--- config.mk ---
export PLATFORM = sky130hd
export DESIGN_NAME = cc_inserter
export DESIGN_NICKNAME = d
export VERILOG_FILES = /design/src/rtl/cc_pkg.sv /design/src/rtl/cc_hostregs.sv /design/src/rtl/cc_ctrl.sv /design/src/rtl/cc_datapath.sv /design/src/rtl/cc_inserter.sv
export SDC_FILE = /design/constraint.sdc
export NUM_CORES = 1
export LEC_CHECK = 0
export ABC_AREA = 1
export BUFFER_PORTS_ARGS = -buffer_cell sky130_fd_sc_hd__buf_2
export CAP_MARGIN = 20
export CORE_ASPECT_RATIO = 0.9
export CORE_UTILIZATION = 59
export CTS_BUF_LIST = sky130_fd_sc_hd__clkbuf_8
export DETAILED_ROUTE_END_ITERATION = 6
export GPL_TIMING_DRIVEN = 0
export PLACE_DENSITY_LB_ADDON = 0.15
export SKIP_CTS_REPAIR_TIMING = 1
export SLEW_MARGIN = 20
export SYNTH_ARGS = -nofsm -noshare
export SYNTH_HDL_FRONTEND = slang
export SYNTH_SLANG_ARGS = --single-unit
--- constraint.sdc ---
create_clock -name clk -period 1.37 [get_ports clk]
set_input_delay 0.2055 -clock clk [delete_from_list [all_inputs] [get_ports clk]]
set_output_delay 0.2055 -clock clk [all_outputs]
set_load 0.02 [all_outputs]
--- src/rtl/cc_pkg.sv ---
package cc_pkg;
  localparam int BIT_LOG2   = 5;
  localparam int RUNIN_CYC  = 7;
  localparam int START_BITS = 3;
  localparam int DATA_BITS  = 16;
  localparam int TOTAL_BITS = RUNIN_CYC + START_BITS + DATA_BITS;
  localparam int IDX_W      = $clog2(TOTAL_BITS);

  typedef struct packed {
    logic                load;
    logic                fieldSel;
    logic                emit;
    logic [BIT_LOG2-1:0] phase;
    logic [IDX_W-1:0]    bitIdx;
  } ccStrobe_t;
endpackage

--- src/rtl/cc_hostregs.sv ---
module cc_hostregs #(
  parameter int ADDR_W = 3,
  parameter int DATA_W = 8
) (
  input  logic              clk,
  input  logic              rstN,
  input  logic              wrEn,
  input  logic [ADDR_W-1:0] wrAddr,
  input  logic [DATA_W-1:0] wrData,
  input  logic [1:0]        consume,
  output logic [1:0]        fieldEn,
  output logic              ackPulse,
  output logic [1:0][2*DATA_W-1:0] fieldWord
);
  localparam int CHAR_W = DATA_W - 1;
  localparam logic [DATA_W-1:0] NULL_BYTE = {1'b1, {CHAR_W{1'b0}}};

  logic ctrlWr;
  assign ctrlWr   = wrEn && (wrAddr == ADDR_W'(0));
  assign ackPulse = ctrlWr && wrData[DATA_W-1];

  always_ff @(posedge clk or negedge rstN) begin
    if (!rstN) fieldEn <= '0;
    else if (ctrlWr) fieldEn <= wrData[1:0];
  end

  for (genvar f = 0; f < 2; f++) begin : g_field
    logic [CHAR_W-1:0] charLo, charHi;
    logic              pending;
    logic              wrLo, wrHi;
    assign wrLo = wrEn && (wrAddr == ADDR_W'(1 + 2*f));
    assign wrHi = wrEn && (wrAddr == ADDR_W'(2 + 2*f));

    always_ff @(posedge clk or negedge rstN) begin
      if (!rstN) begin
        charLo  <= '0;
        charHi  <= '0;
        pending <= 1'b0;
      end else begin
        if (wrLo) charLo <= wrData[CHAR_W-1:0];
        if (wrHi) charHi <= wrData[CHAR_W-1:0];
        if (wrHi) pending <= 1'b1;
        else if (consume[f]) pending <= 1'b0;
      end
    end

    assign fieldWord[f] = pending ? {~^charHi, charHi, ~^charLo, charLo}
                                  : {NULL_BYTE, NULL_BYTE};
  end
endmodule

--- src/rtl/cc_ctrl.sv ---
module cc_ctrl
  import cc_pkg::*;
#(
  parameter int LINE_W      = 10,
  parameter int HC_W        = 11,
  parameter int LINE_F1     = 21,
  parameter int LINE_F2     = 284,
  parameter int START_H     = 240,
  parameter int LINE_LAST_H = 1715
) (
  input  logic              clk,
  input  logic              rstN,
  input  logic [LINE_W-1:0] lineNum,
  input  logic [HC_W-1:0]   hCount,
  input  logic              fieldTwo,
  input  logic              lines625,
  input  logic [1:0]        fieldEn,
  input  logic              ackPulse,
  output ccStrobe_t         strobe,
  output logic              ccIrq
);
  localparam int WINDOW = TOTAL_BITS << BIT_LOG2;
  localparam logic [LINE_W-1:0] L1 = LINE_W'(LINE_F1);
  localparam logic [LINE_W-1:0] L2 = LINE_W'(LINE_F2);
  localparam logic [HC_W-1:0] HSTART = HC_W'(START_H);
  localparam logic [HC_W-1:0] HLAST  = HC_W'(LINE_LAST_H);
  localparam logic [HC_W-1:0] HWIN   = HC_W'(WINDOW);

  logic onF1, onF2, capLine, lineEn, startHit, inWin, irqSet, armed;
  logic [HC_W-1:0] offset;

  assign onF1     = !fieldTwo && (lineNum == L1);
  assign onF2     = fieldTwo && (lineNum == L2);
  assign capLine  = !lines625 && (onF1 || onF2);
  assign lineEn   = !lines625 && ((onF1 && fieldEn[0]) || (onF2 && fieldEn[1]));
  assign offset   = hCount - HSTART;
  assign inWin    = (hCount >= HSTART) && (offset < HWIN);
  assign startHit = lineEn && (hCount == HSTART) && !armed;
  assign irqSet   = armed && capLine && (hCount == HLAST);

  always_ff @(posedge clk or negedge rstN) begin
    if (!rstN)         armed <= 1'b0;
    else if (!capLine) armed <= 1'b0;
    else if (startHit) armed <= 1'b1;
    else if (irqSet)   armed <= 1'b0;
  end

  always_ff @(posedge clk or negedge rstN) begin
    if (!rstN)         ccIrq <= 1'b0;
    else if (irqSet)   ccIrq <= 1'b1;
    else if (ackPulse) ccIrq <= 1'b0;
  end

  always_comb begin
    strobe.load     = startHit;
    strobe.fieldSel = fieldTwo;
    strobe.emit     = (startHit || armed) && inWin;
    strobe.phase    = offset[BIT_LOG2-1:0];
    strobe.bitIdx   = offset[BIT_LOG2 +: IDX_W];
  end
endmodule

--- src/rtl/cc_datapath.sv ---
module cc_datapath
  import cc_pkg::*;
#(
  parameter int LUMA_W = 8,
  parameter int LO_LVL = 16,
  parameter int STEP   = 6
) (
  input  logic                    clk,
  input  logic                    rstN,
  input  ccStrobe_t               strobe,
  input  logic [1:0][DATA_BITS-1:0] fieldWord,
  input  logic [LUMA_W-1:0]       lumaIn,
  output logic [LUMA_W-1:0]       lumaOut
);
  localparam int TRI_W      = BIT_LOG2 - 1;
  localparam int HI_LVL     = LO_LVL + STEP * ((1 << TRI_W) - 1);
  localparam int DATA_IDX_W = $clog2(DATA_BITS);

  logic [DATA_BITS-1:0] word;
  logic [TRI_W-1:0]     triVal;
  logic [IDX_W-1:0]     seq;
  logic [IDX_W-1:0]     dataIdx;
  logic                 bitVal;
  logic [LUMA_W-1:0]    level;

  always_ff @(posedge clk or negedge rstN) begin
    if (!rstN)            word <= '0;
    else if (strobe.load) word <= fieldWord[strobe.fieldSel];
  end

  assign triVal  = strobe.phase[BIT_LOG2-1] ? ~strobe.phase[TRI_W-1:0]
                                            : strobe.phase[TRI_W-1:0];
  assign seq     = strobe.bitIdx - IDX_W'(RUNIN_CYC);
  assign dataIdx = seq - IDX_W'(START_BITS);

  always_comb begin
    if (seq < IDX_W'(START_BITS)) bitVal = (seq == IDX_W'(START_BITS - 1));
    else                          bitVal = word[dataIdx[DATA_IDX_W-1:0]];
    if (strobe.bitIdx < IDX_W'(RUNIN_CYC))
      level = LUMA_W'(LO_LVL) + LUMA_W'(STEP) * LUMA_W'(triVal);
    else
      level = bitVal ? LUMA_W'(HI_LVL) : LUMA_W'(LO_LVL);
  end

  always_ff @(posedge clk or negedge rstN) begin
    if (!rstN) lumaOut <= '0;
    else       lumaOut <= strobe.emit ? level : lumaIn;
  end
endmodule

--- src/rtl/cc_inserter.sv ---
module cc_inserter
  import cc_pkg::*;
#(
  parameter int LINE_W      = 10,
  parameter int HC_W        = 11,
  parameter int LUMA_W      = 8,
  parameter int ADDR_W      = 3,
  parameter int LINE_F1     = 21,
  parameter int LINE_F2     = 284,
  parameter int START_H     = 240,
  parameter int LINE_LAST_H = 1715,
  parameter int LO_LVL      = 16,
  parameter int STEP        = 6
) (
  input  logic              clk,
  input  logic              rstN,
  input  logic              lines625,
  input  logic              fieldTwo,
  input  logic [LINE_W-1:0] lineNum,
  input  logic [HC_W-1:0]   hCount,
  input  logic [LUMA_W-1:0] lumaIn,
  input  logic              wrEn,
  input  logic [ADDR_W-1:0] wrAddr,
  input  logic [7:0]        wrData,
  output logic [LUMA_W-1:0] lumaOut,
  output logic              ccIrq
);
  ccStrobe_t strobe;
  logic [1:0] fieldEn, consume;
  logic       ackPulse;
  logic [1:0][DATA_BITS-1:0] fieldWord;

  assign consume = {strobe.load && strobe.fieldSel, strobe.load && !strobe.fieldSel};

  cc_hostregs #(.ADDR_W(ADDR_W), .DATA_W(8)) u_regs (
    .clk(clk), .rstN(rstN), .wrEn(wrEn), .wrAddr(wrAddr), .wrData(wrData),
    .consume(consume), .fieldEn(fieldEn), .ackPulse(ackPulse),
    .fieldWord(fieldWord));

  cc_ctrl #(.LINE_W(LINE_W), .HC_W(HC_W), .LINE_F1(LINE_F1), .LINE_F2(LINE_F2),
            .START_H(START_H), .LINE_LAST_H(LINE_LAST_H)) u_ctrl (
    .clk(clk), .rstN(rstN), .lineNum(lineNum), .hCount(hCount),
    .fieldTwo(fieldTwo), .lines625(lines625), .fieldEn(fieldEn),
    .ackPulse(ackPulse), .strobe(strobe), .ccIrq(ccIrq));

  cc_datapath #(.LUMA_W(LUMA_W), .LO_LVL(LO_LVL), .STEP(STEP)) u_dp (
    .clk(clk), .rstN(rstN), .strobe(strobe), .fieldWord(fieldWord),
    .lumaIn(lumaIn), .lumaOut(lumaOut));
endmodule

==> impl_results.md, run 1 <==
- Post-synth EDFFs: 0
- CP Launch Point: hCount[5]
- GP Congestion: between 0.8 and 0.9
- Mapped Nets: ~500
- Period minus WS final: about 1600 ps
- Post-synthesis simple-gate area fraction: 0.320
- Post-layout util: 0.838
- IO Port Bufs: 52
- Routed wire length: around 9900 um
- Vias per inst: 5.80
- Most common cell after layout, fill and taps aside: nand2_1
- Final setup viols: 25
- Final hold violation count: 0
- Sw Ratio: 0.341
- Register area share after synthesis: 0.427
- Failing checks: negative setup slack
- Ys flop type: dfrtp_1
- DRT iter0 DRCs: about 320
- Overall global routing resource usage: 0.303
- Max Clk Rate: between 0.6 and 0.7 GHz
- Grt met2 use: 0.491
- CTS Buf Count: 9
- Layout overhead on the synthesized area: 33.3%
- Antenna viol nets, final: 0
- Wire per inst: between 15 and 20 um
- Max-slew headroom: 0.506
- Xor/xnor share of the synthesized area: 0.0696
- Hold endpoint: u_dp.lumaOut[4]
- RR Endpoint: u_dp.word[9]
- Synthesized area per cell: about 7.5 um^2
- Number of distinct library cells after synthesis: 27
- RSZ-0062 raised after global routing: yes
- Largest area contributor in the netlist: dfrtp_1
- R2r setup slk: -110 ps
- CP Class: input pin to flop
- Diode count: 0
- Async SR Flop Fraction: 1.00
- Synth warnings: 0
- Depth of the worst hold-timing path: 3
- Die Wd: slightly above 80 um
- Hold Startpoint: lumaIn[4]
- Post-Route Skew: between 6 and 7 ps
- Maxcap violations: 0
- WHS: about 55 ps
- Synthesized cell area: around 3400 um^2
- Busiest layer in global routing: met2
- Setup tns final: -4940 ps
- Worst R2R Path Depth: 7
- Post-DP Area: 3860 um^2
- CTS tree: built
- Final worst slack: -272 ps
- VDD IR max: around 1.1 mV
- Initial core utilization: 0.628
- Clock sinks: a little under 60
- Skew-Pair Late Insertion Delay: 350 ps
- Global-route wire length before repair: between 10,000 and 15,000 um
- Synthesis-stage register bit count: 58
- Pint: 3.29 mW
- GR Overflow Total: 0
- CP max FO: 5
- Syn Inst Count: between 400 and 500
- Clk pwr share: 0.317
- Chip height: roughly 74 um
- Worst Path Arrival: 1890 ps
- GRT met3 Usage: 0.0761
- Max clock buf depth: 2
- Nets: slightly below 600
- DRC Markers: 0
- Synth Area in Adders: 0.0331
- WP data required: 1610 ps
- TritonRoute pass-1 iters: 5
- Worst-Margin Slew: between 700 and 800 ps
- Max-slew violations: 0
- Synth Area in Compound Gates: 0.0788
- Most frequent cells in the layout: nand2_1, nand3_1, dfrtp_1
- Min-Delay Path Class: input pin to flop
- Synth top area share: 0.427
- Psw: ~1.7 mW
- Routed vias: around 3,500
- Post-DP HPWL: just over 6000 um
- Sequential power share: 0.415
- Pwr/cell area: about 1100 nW/um^2
- Fin crit share: 1.20
- Core Region: approximately 5400 um^2
- Full die area: around 6000 um^2
- GR Layer Usage met1: 0.408
- Combinational share of power: 0.267
- Clk slew on worst S/H paths: about 70 ps
- Largest family of logic cells by synthesized area: simple AND/OR/NAND/NOR gates
- CP endpoint kind: flop
- Area contributors post-synth: dfrtp_1, nand2_1, nand3_1
- Pre-CTS setup slack: -681 ps
- Share of cells above drive strength 1: 0.298
- Row count: 25
- Ports: 54
- Post-synthesis mux area share: 0
- H-tree lvl count: 3
- Vias in the first global route: 3,052
- Worst setup SP type: input pin
- Status: complete, but fails checks
- Clock root cell: clkbuf_8
- Final instance area: about 4500 um^2
- R2r startpoint: u_regs.fieldEn[0]
- Leak pwr: roughly 2.3 nW
- Initial antenna violation count: 0
- Largest net degree at the start of global routing: 59
## metrics by stage
step / total power, mW / std cells
after global placement: 3.13 / 572
after CTS: 4.76 / 588
final: 4.99 / 608
after detailed placement: 3.19 / 572
after floorplan: 2.87 / 453
after global routing: 5.24 / 608
## power by group through the flow
| stage | Sequential, mW | Combinational, mW | Clock [mW] |
|---|---|---|---|
| floorplan | 2.06 | 0.805 | 0 |
| global placement | 2.07 | 1.06 | 0 |
| detailed placement | 2.08 | 1.11 | 0 |
| CTS | 2.05 | 1.12 | 1.58 |
| global route | 2.09 | 1.48 | 1.67 |
| finish | 2.07 | 1.33 | 1.58 |
## synth_stat cells (3+ instances only)
cell type,count
nand3_1,75
nor3_1,3
o21ai_0,38
nor2_1,24
xnor2_1,13
nand2_1,129
dfrtp_1,58
inv_1,47
a21oi_1,11
xor2_1,14
ha_1,9
clkbuf_1,8
nand4_1,6
## worst max-delay path: stages
cell	delay [ps]
buf_8	100
ha_4	210
xor2_4	260
ha_2	210
nand2_2	80
nand2_1	110
nand2_2	100
inv_2	80
nand3_1	60
nand3_1	100
nand2_1	70
inv_1	100
nand2_4	80
nand2_1	70
nand2_1	40
## routing by layer
metal / vias to the layer above / wire length (um) / share of wire
li1: 1640 / - / -
met1: 1665 / 3950 / 0.40
met2: 186 / 4810 / 0.49
met3: 37 / 838 / 0.085
met4: 0 / 265 / 0.027
met5: - / 0 / 0
## worst max path at each step
stage / to
global route: u_dp.lumaOut[3]
CTS: u_dp.lumaOut[3]
finish: u_dp.lumaOut[4]
floorplan: u_dp.lumaOut[4]
global placement: u_dp.lumaOut[5]
detailed placement: u_dp.lumaOut[4]
## registers in the layout (all words and copies together) (netlist names)
| register | count |
|---|---|
| u_dp.lumaOut | 8 |
| u_dp.word | 16 |
| u_ctrl.ccIrq | 1 |
| u_regs.g_field.charHi | 14 |
| u_ctrl.armed | 1 |
| u_regs.g_field.charLo | 14 |
| u_regs.fieldEn | 2 |
| u_regs.g_field.pending | 2 |
## final cells by class
class	instances	area (um^2)
clock buffer	9	124
timing repair buffer	72	449
fill	336	878
inverter	48	189
multi-input combinational	335	2060
buffer	12	110
sequential	58	1450
tap	67	83.8
clock inverter	7	70.1
## cells by family (layout without fill, tap and decap cells)
family	after synthesis	after routing
AO/OA/AOI/OAI	52	52
XOR/XNOR	27	27
adder cells (fa/ha/maj)	9	9
buffers and inverters	60	148
flip-flops	58	58
AND/OR/NAND/NOR	247	247
Power figures use the tool's default switching activity.
==> run 2, diff against run 1 <==
--- a/config.mk
+++ b/config.mk
@@ -9,11 +9,11 @@
 export BUFFER_PORTS_ARGS = -buffer_cell sky130_fd_sc_hd__buf_2
 export CAP_MARGIN = 20
 export CORE_ASPECT_RATIO = 0.9
-export CORE_UTILIZATION = 59
+export CORE_UTILIZATION = 63
 export CTS_BUF_LIST = sky130_fd_sc_hd__clkbuf_8
 export DETAILED_ROUTE_END_ITERATION = 6
 export GPL_TIMING_DRIVEN = 0
-export PLACE_DENSITY_LB_ADDON = 0.15
+export PLACE_DENSITY = 0.89
 export SKIP_CTS_REPAIR_TIMING = 1
 export SLEW_MARGIN = 20
 export SYNTH_ARGS = -nofsm -noshare
==> constraint.sdc (replaced) <==
create_clock -name clk -period 1.9 [get_ports clk]
set_input_delay 0.285 -clock clk [delete_from_list [all_inputs] [get_ports clk]]
set_output_delay 0.285 -clock clk [all_outputs]
set_load 0.02 [all_outputs]
==> run 2 against run 1 <==
The flow now finishes without violations. Via count fell by 8.2%. Register-to-register slack improved by 590 ps. Clock power fell by 18%. Design area fell by 10%. Critical path type unchanged.
==> impl_results.md, run 2 (synthesized netlist as in run 1, its figures left out) <==
- Leak pwr: 2.14 nW (-7.1%)
- R2r startpoint: u_regs.fieldEn[1]
- Pwr/cell area: 882 nW/um^2 (-20%)
- RSZ-0062 raised after global routing: no
- Clock root cell: clkbuf_8
- RR Endpoint: u_dp.word[11]
- Vias in the first global route: 3,119 (+2.2%)
- Vias per inst: 5.51 (-5.1%)
- Max clock buf depth: 2 (unchanged)
- Share of cells above drive strength 1: 0.170 (-0.127)
- CTS Buf Count: 9 (unchanged)
- Diode count: 0 (unchanged)
- Final instance area: 4070 um^2 (-10%)
- Largest register FFs: 16 (unchanged)
- Most frequent cells in the layout: nand2_1, nand3_1, dfrtp_1
- WP data required: 2120 ps (+510 ps)
- Worst R2R Path Depth: 7 (unchanged)
- Final hold violation count: 0 (unchanged)
- Status: finished, final reports clean
- Min-Delay Path Class: input pin to asynchronous set/reset pin
- Largest net degree at the start of global routing: 59 (unchanged)
- Initial antenna violation count: 0 (unchanged)
- VDD IR max: 0.638 mV (-42%)
- Setup tns final: 0 ps (+4940 ps)
- Fin crit share: 0.928
- Worst-Margin Slew: 717 ps (-23.4 ps)
- Worst Path Arrival: 1980 ps (+90 ps)
- Fillers: 342 (+1.8%)
- Die Wd: 79.4 um (-3.2%)
- Max-slew violations: 0 (unchanged)
- Most common cell after layout, fill and taps aside: nand2_1
- Final total power: 3.59 mW (-28%)
- Routed wire length: 8200 um (-17%)
- Wire per inst: 13.9 um (-14%)
- Ports: 54 (unchanged)
- Clock sinks: 58 (unchanged)
- Skew-Pair Late Insertion Delay: 340 ps (about the same)
- R2r setup slk: 480 ps (+590 ps)
- CP Class: input pin to flop
- GP Congestion: 0.892 (+4.8%)
- H-tree lvl count: 3 (unchanged)
- Maxcap violations: 0 (unchanged)
- Chip height: 71.7 um (-3.1%)
- Top flop regs: u_dp.word x16, u_regs.g_field.charHi x14, u_regs.g_field.charLo x14
- DRC Markers: 0 (unchanged)
- Overall global routing resource usage: 0.312 (+0.00861)
- Worst setup SP type: input pin
- CP endpoint kind: flop
- Initial core utilization: 0.678 (+0.0497)
- CP max FO: 7 (+2)
- Nets: 572 (-3.1%)
- Top reg by flops: u_dp.word
- Global-route wire length before repair: 13,500 um (-0.30%)
- Row count: 24 (-4.0%)
- Post-DP Area: 3760 um^2 (-2.6%)
- DRT iter0 DRCs: 202 (-36%)
- Full die area: 5690 um^2 (-6.2%)
- Number of cells after detailed placement: 570 (-0.35%)
- Max-slew headroom: 0.522 (+0.0156)
- Max Clk Rate: around 0.57 GHz
- CTS tree: built
- Routed vias: 3,238 (-8.2%)
- Post-DP HPWL: 5880 um (-3.2%)
- GR Overflow Total: 0 (unchanged)
- Antenna viol nets, final: 0 (unchanged)
- Layout overhead on the synthesized area: 19.7%
- Post-Route Skew: 8.62 ps (+2.58 ps)
- Finished Layout Cells: 588 (-3.3%)
- TritonRoute pass-1 iters: 6 (+1)
- Core Region: 5010 um^2 (-7.3%)
- WHS: 6.24 ps (-48.9 ps)
- Clk slew on worst S/H paths: 60 ps (about the same)
- IO Port Bufs: 52 (unchanged)
- Period minus WS final: roughly 1800 ps
- Final setup viols: 0 (-100%)
-- run 2: changes by cell type in the layout (fill, tap and decap cells not counted), moves of 6 or more --
| cell | change |
|---|---|
| nand3_1 | +17 |
| buf_4 | -15 |
| nand3_2 | -13 |
| nand2_1 | +11 |
| inv_1 | +9 |
| nand2_2 | -7 |
| inv_2 | -6 |
-- run 2: critical path, stage by stage --
cell      delay, ps
buf_2           130
buf_6           140
xnor2_1         310
ha_1            340
nand2_1          80
nand3b_1        130
nand3_1          80
nand2_1          60
nand2_1          90
nand2_1          70
nand3_1          70
nor2_1          130
a21oi_1          80
-- run 2: final cells by class --
class / count / area, um^2 / share of cell area
inverter: 48 / 180 / 0.0443
tap: 65 / 81.3 / 0.0200
buffer: 12 / 72.6 / 0.0178
timing repair buffer: 54 / 278 / 0.0683
clock inverter: 5 / 77.6 / 0.0191
multi-input combinational: 335 / 1780 / 0.436
sequential: 58 / 1450 / 0.357
clock buffer: 11 / 151 / 0.0372
-- run 2: where the power goes --
| group | leakage [nW] | internal, mW | switching, mW |
|---|---|---|---|
| clock network | 0.121 | 0.805 | 0.497 |
| registers | 0.740 | 1.36 | 0.119 |
| logic | 1.28 | 0.342 | 0.461 |
-- run 2: layer usage --
layer,up-vias,routed length (um),track usage
met2,135,4010,0.521
met5,-,0,0
li1,1599,-,-
met3,18,614,0.0904
met1,1486,3450,0.384
met4,0,125,0.115
-- run 2: how the worst max path moves through the flow --
| stage | from | endpoint | slack (ps) |
|---|---|---|---|
| finish | hCount[4] | u_dp.lumaOut[5] | 140 |
| global route | hCount[4] | u_dp.lumaOut[5] | 30 |
| CTS | hCount[4] | u_dp.lumaOut[4] | 30 |
| detailed placement | hCount[4] | u_dp.lumaOut[4] | -320 |
| global placement | hCount[4] | u_dp.lumaOut[4] | -270 |
| floorplan | hCount[4] | u_dp.lumaOut[4] | 20 |
-- run 2: through the flow --
stage,utilization,setup WS (ps)
floorplan,-,15.7
global placement,0.750,-266
detailed placement,0.750,-320
CTS,0.796,30.9
global route,0.811,29.0
finish,0.811,136
==> run 3, diff against run 2 <==
--- a/config.mk
+++ b/config.mk
@@ -9,13 +9,14 @@
 export BUFFER_PORTS_ARGS = -buffer_cell sky130_fd_sc_hd__buf_2
 export CAP_MARGIN = 20
 export CORE_ASPECT_RATIO = 0.9
-export CORE_UTILIZATION = 63
+export CORE_UTILIZATION = 65
 export CTS_BUF_LIST = sky130_fd_sc_hd__clkbuf_8
 export DETAILED_ROUTE_END_ITERATION = 6
 export GPL_TIMING_DRIVEN = 0
-export PLACE_DENSITY = 0.89
+export PLACE_DENSITY = 0.9
 export SKIP_CTS_REPAIR_TIMING = 1
 export SLEW_MARGIN = 20
 export SYNTH_ARGS = -nofsm -noshare
 export SYNTH_HDL_FRONTEND = slang
+export SYNTH_HIERARCHICAL = 1
 export SYNTH_SLANG_ARGS = --single-unit
==> run 3 against run 2 <==
The run now ends with negative hold slack left. Clock-buffer cell count down 1. Critical path depth rose by 1. Utilization decreased by 1.2 points. Non-clock buffer count is 13 higher. Worst hold slack got worse by 16 ps. Synthesized cell count is 42% higher. Clock skew is essentially flat. Total power increased by 7.1%. First-iteration DRC count up 47%. Design area rose by 22%. Via count rose by 29%. Sequential cell count is the same. Largest cell class unchanged.
==> impl_results.md, run 3 <==
- Share of cells above drive strength 1: 0.243 (+0.0728)
- Status: complete, but fails checks
- Setup tns final: 0 ps (unchanged)
- Wire per inst: 13.4 um (-3.8%)
- CP endpoint kind: flop
- VDD IR max: 0.750 mV (+18%)
- Final worst slack: 14.0 ps (-122 ps)
- Routed vias: 4,182 (+29%)
- CTS tree: built
- Clock sinks: 58 (unchanged)
- Worst Path Arrival: 2170 ps (+190 ps)
- Mapped Nets: 695 (+37%)
- GP Congestion: 0.910 (+2.0%)
- Synthesized area per cell: 6.66 um^2 (-11%)
- Post-synth EDFFs: 0 (unchanged)
- WHS: -9.94 ps (-16.2 ps)
- Crit path max-delay family: adder cells
- Routed wire length: 10,700 um (+31%)
- DRC Markers: 0 (unchanged)
- Final instance area: 4970 um^2 (+22%)
- Initial antenna violation count: 0 (unchanged)
- CP max FO: 5 (-2)
- Largest register FFs: 16 (unchanged)
- Pwr/cell area: 774 nW/um^2 (-12%)
- Nets: 761 (+33%)
- IO Port Bufs: 53 (+1.9%)
- WP data required: 2180 ps (+60 ps)
- CTS Buf Count: 9 (unchanged)
- Global-route wire length before repair: 17,100 um (+27%)
- Ports: 54 (unchanged)
- Number of distinct library cells after synthesis: 36 (+33%)
- Vias per inst: 5.23 (-5.0%)
- Clock root cell: clkbuf_8
- Skew-Pair Late Insertion Delay: 350 ps (about the same)
- Ys flop type: dfrtp_1
- Top flop regs: u_dp/word x16, u_regs/g_field.charHi x14, u_regs/g_field.charLo x14
- R2r setup slk: 280 ps (-200 ps)
- Failing checks: negative hold slack
- Full die area: 6900 um^2 (+21%)
- Top-count cell post-synth: nand2_1
- Worst setup SP type: input pin
- Finished Layout Cells: 799 (+36%)
- Die Wd: 87.4 um (+10%)
- Antenna viol nets, final: 0 (unchanged)
- Synth top area share: 0.340 (-0.0870)
- DRT iter0 DRCs: 296 (+47%)
- Most frequent cells in the layout: nand2_1, inv_1, dfrtp_1
- Max Clk Rate: 0.530 GHz (-6.5%)
- Row count: 27 (+13%)
- Top reg by flops: u_dp/word
- Synth top cells by count: nand2_1, inv_1, dfrtp_1
- Worst path most repeated cell: inv_1
- Async SR Flop Fraction: 1.00 (unchanged)
- Synth warnings: 6 (+6)
- Max-slew violations: 0 (unchanged)
- Post-DP Area: 4700 um^2 (+25%)
- TritonRoute pass-1 iters: 7 (+1)
- Crit-path slowest cell: fa_2
- Synthesis-stage register bit count: 58 (unchanged)
- Post-DP HPWL: 7680 um (+31%)
- H-tree lvl count: 3 (unchanged)
- Synthesized cell area: 4270 um^2 (+26%)
- Most common cell after layout, fill and taps aside: nand2_1
- Number of cells after detailed placement: 781 (+37%)
- CP Class: input pin to flop
- GR Overflow Total: 0 (unchanged)
- Pre-CTS setup slack: -345 ps (-25.4 ps)
- Max-slew headroom: 0.511 (-0.0112)
- Largest area contributor in the netlist: dfrtp_1
- Core Region: 6220 um^2 (+24%)
- Post-Route Skew: 8.86 ps (+0.236 ps)
- Overall global routing resource usage: 0.323 (+0.0116)
- Clk slew on worst S/H paths: 70 ps (about the same)
- Worst-Margin Slew: 734 ps (+16.7 ps)
- Vias in the first global route: 3,921 (+26%)
- Diode count: 0 (unchanged)
- Syn Inst Count: 641 (+42%)
- Critical Path, Cell by Cell: buf_4, inv_2, buf_8, xor2_2, ha_2, inv_1, fa_2, xor2_2, inv_1, nand2_1, nand3_2, nand2_1, inv_1, a21oi_2
- Slowest stage delay, CP: 400 ps (+60 ps)
- Register area share after synthesis: 0.340 (-0.0870)
- Min-Delay Path Class: input pin to asynchronous set/reset pin
- Worst path buffer plus inverter count: 6 (+4)
- Period minus WS final: 1890 ps (+122 ps)
- Max clock buf depth: 2 (unchanged)
- Final setup viols: 0 (unchanged)
- Area contributors post-synth: dfrtp_1, nand2_1, inv_1
- Layout overhead on the synthesized area: 16.4%
- Largest net degree at the start of global routing: 59 (unchanged)
- Maxcap violations: 0 (unchanged)
- Chip height: 78.9 um (+10%)
- Initial core utilization: 0.687 (+0.00890)
- Fin crit share: 0.993 (+0.0644)
- Final hold violation count: 8 (+8)
- Leak pwr: 2.87 nW (+34%)
run 3: kinds of logic (layout without fill, tap and decap cells):
family	Yosys count	count (layout)	share of synthesized area
adder cells (fa/ha/maj)	9	9	0.0281
AO/OA/AOI/OAI	70	70	0.111
AND/OR/NAND/NOR	349	349	0.356
buffers and inverters	146	217	0.145
XOR/XNOR	9	9	0.0202
flip-flops	58	58	0.340
run 3: through the flow:
step | utilization | power (mW)
global route | 0.799 | 4.07
global placement | 0.755 | 2.68
CTS | 0.783 | 3.76
detailed placement | 0.756 | 2.76
finish | 0.799 | 3.84
floorplan | - | 2.42
run 3: layout make-up:
cell class	instances	area, um^2
clock inverter	6	33.8
sequential	58	1450
fill	445	1250
timing repair buffer	55	285
clock buffer	10	138
inverter	122	460
multi-input combinational	437	2320
buffer	24	166
tap	87	109
run 3: report_power, final:
group	leakage [nW]	switching, mW	internal, mW	total [mW]
Combinational	2.06	0.803	0.498	1.30
Clock	0.0892	0.508	0.495	1.00
Sequential	0.718	0.173	1.37	1.54
run 3: worst paths after layout:
path | startpoint | endpoint | cells after the start
max reg2reg | u_regs/fieldEn[1] | u_dp/word[12] | 8
min reg2reg | u_regs/fieldEn[0] | u_regs/fieldEn[0] | 2
min in group clk | lumaIn[2] | u_dp/lumaOut[2] | 3
min | rstN | u_dp/lumaOut[2] | 1
max in group asynchronous | rstN | u_regs/g_field[0].charLo[1] | 1
max | hCount[4] | u_dp/lumaOut[5] | 14
run 3: metal layers:
metal  up-vias  share of wire  track usage
li1       2068              -            -
met1      1890           0.41        0.390
met2       187           0.50        0.559
met3        37          0.069       0.0696
met4         0          0.030        0.133
met5         -              0            0
run 3: worst reg2reg max path: cells and delay by family (launching register included):
family / cells / cell delay, ps
AND/OR/NAND/NOR: 4 / 340
flip-flops: 1 / 370
buffers and inverters: 2 / 480
AO/OA/AOI/OAI: 2 / 320
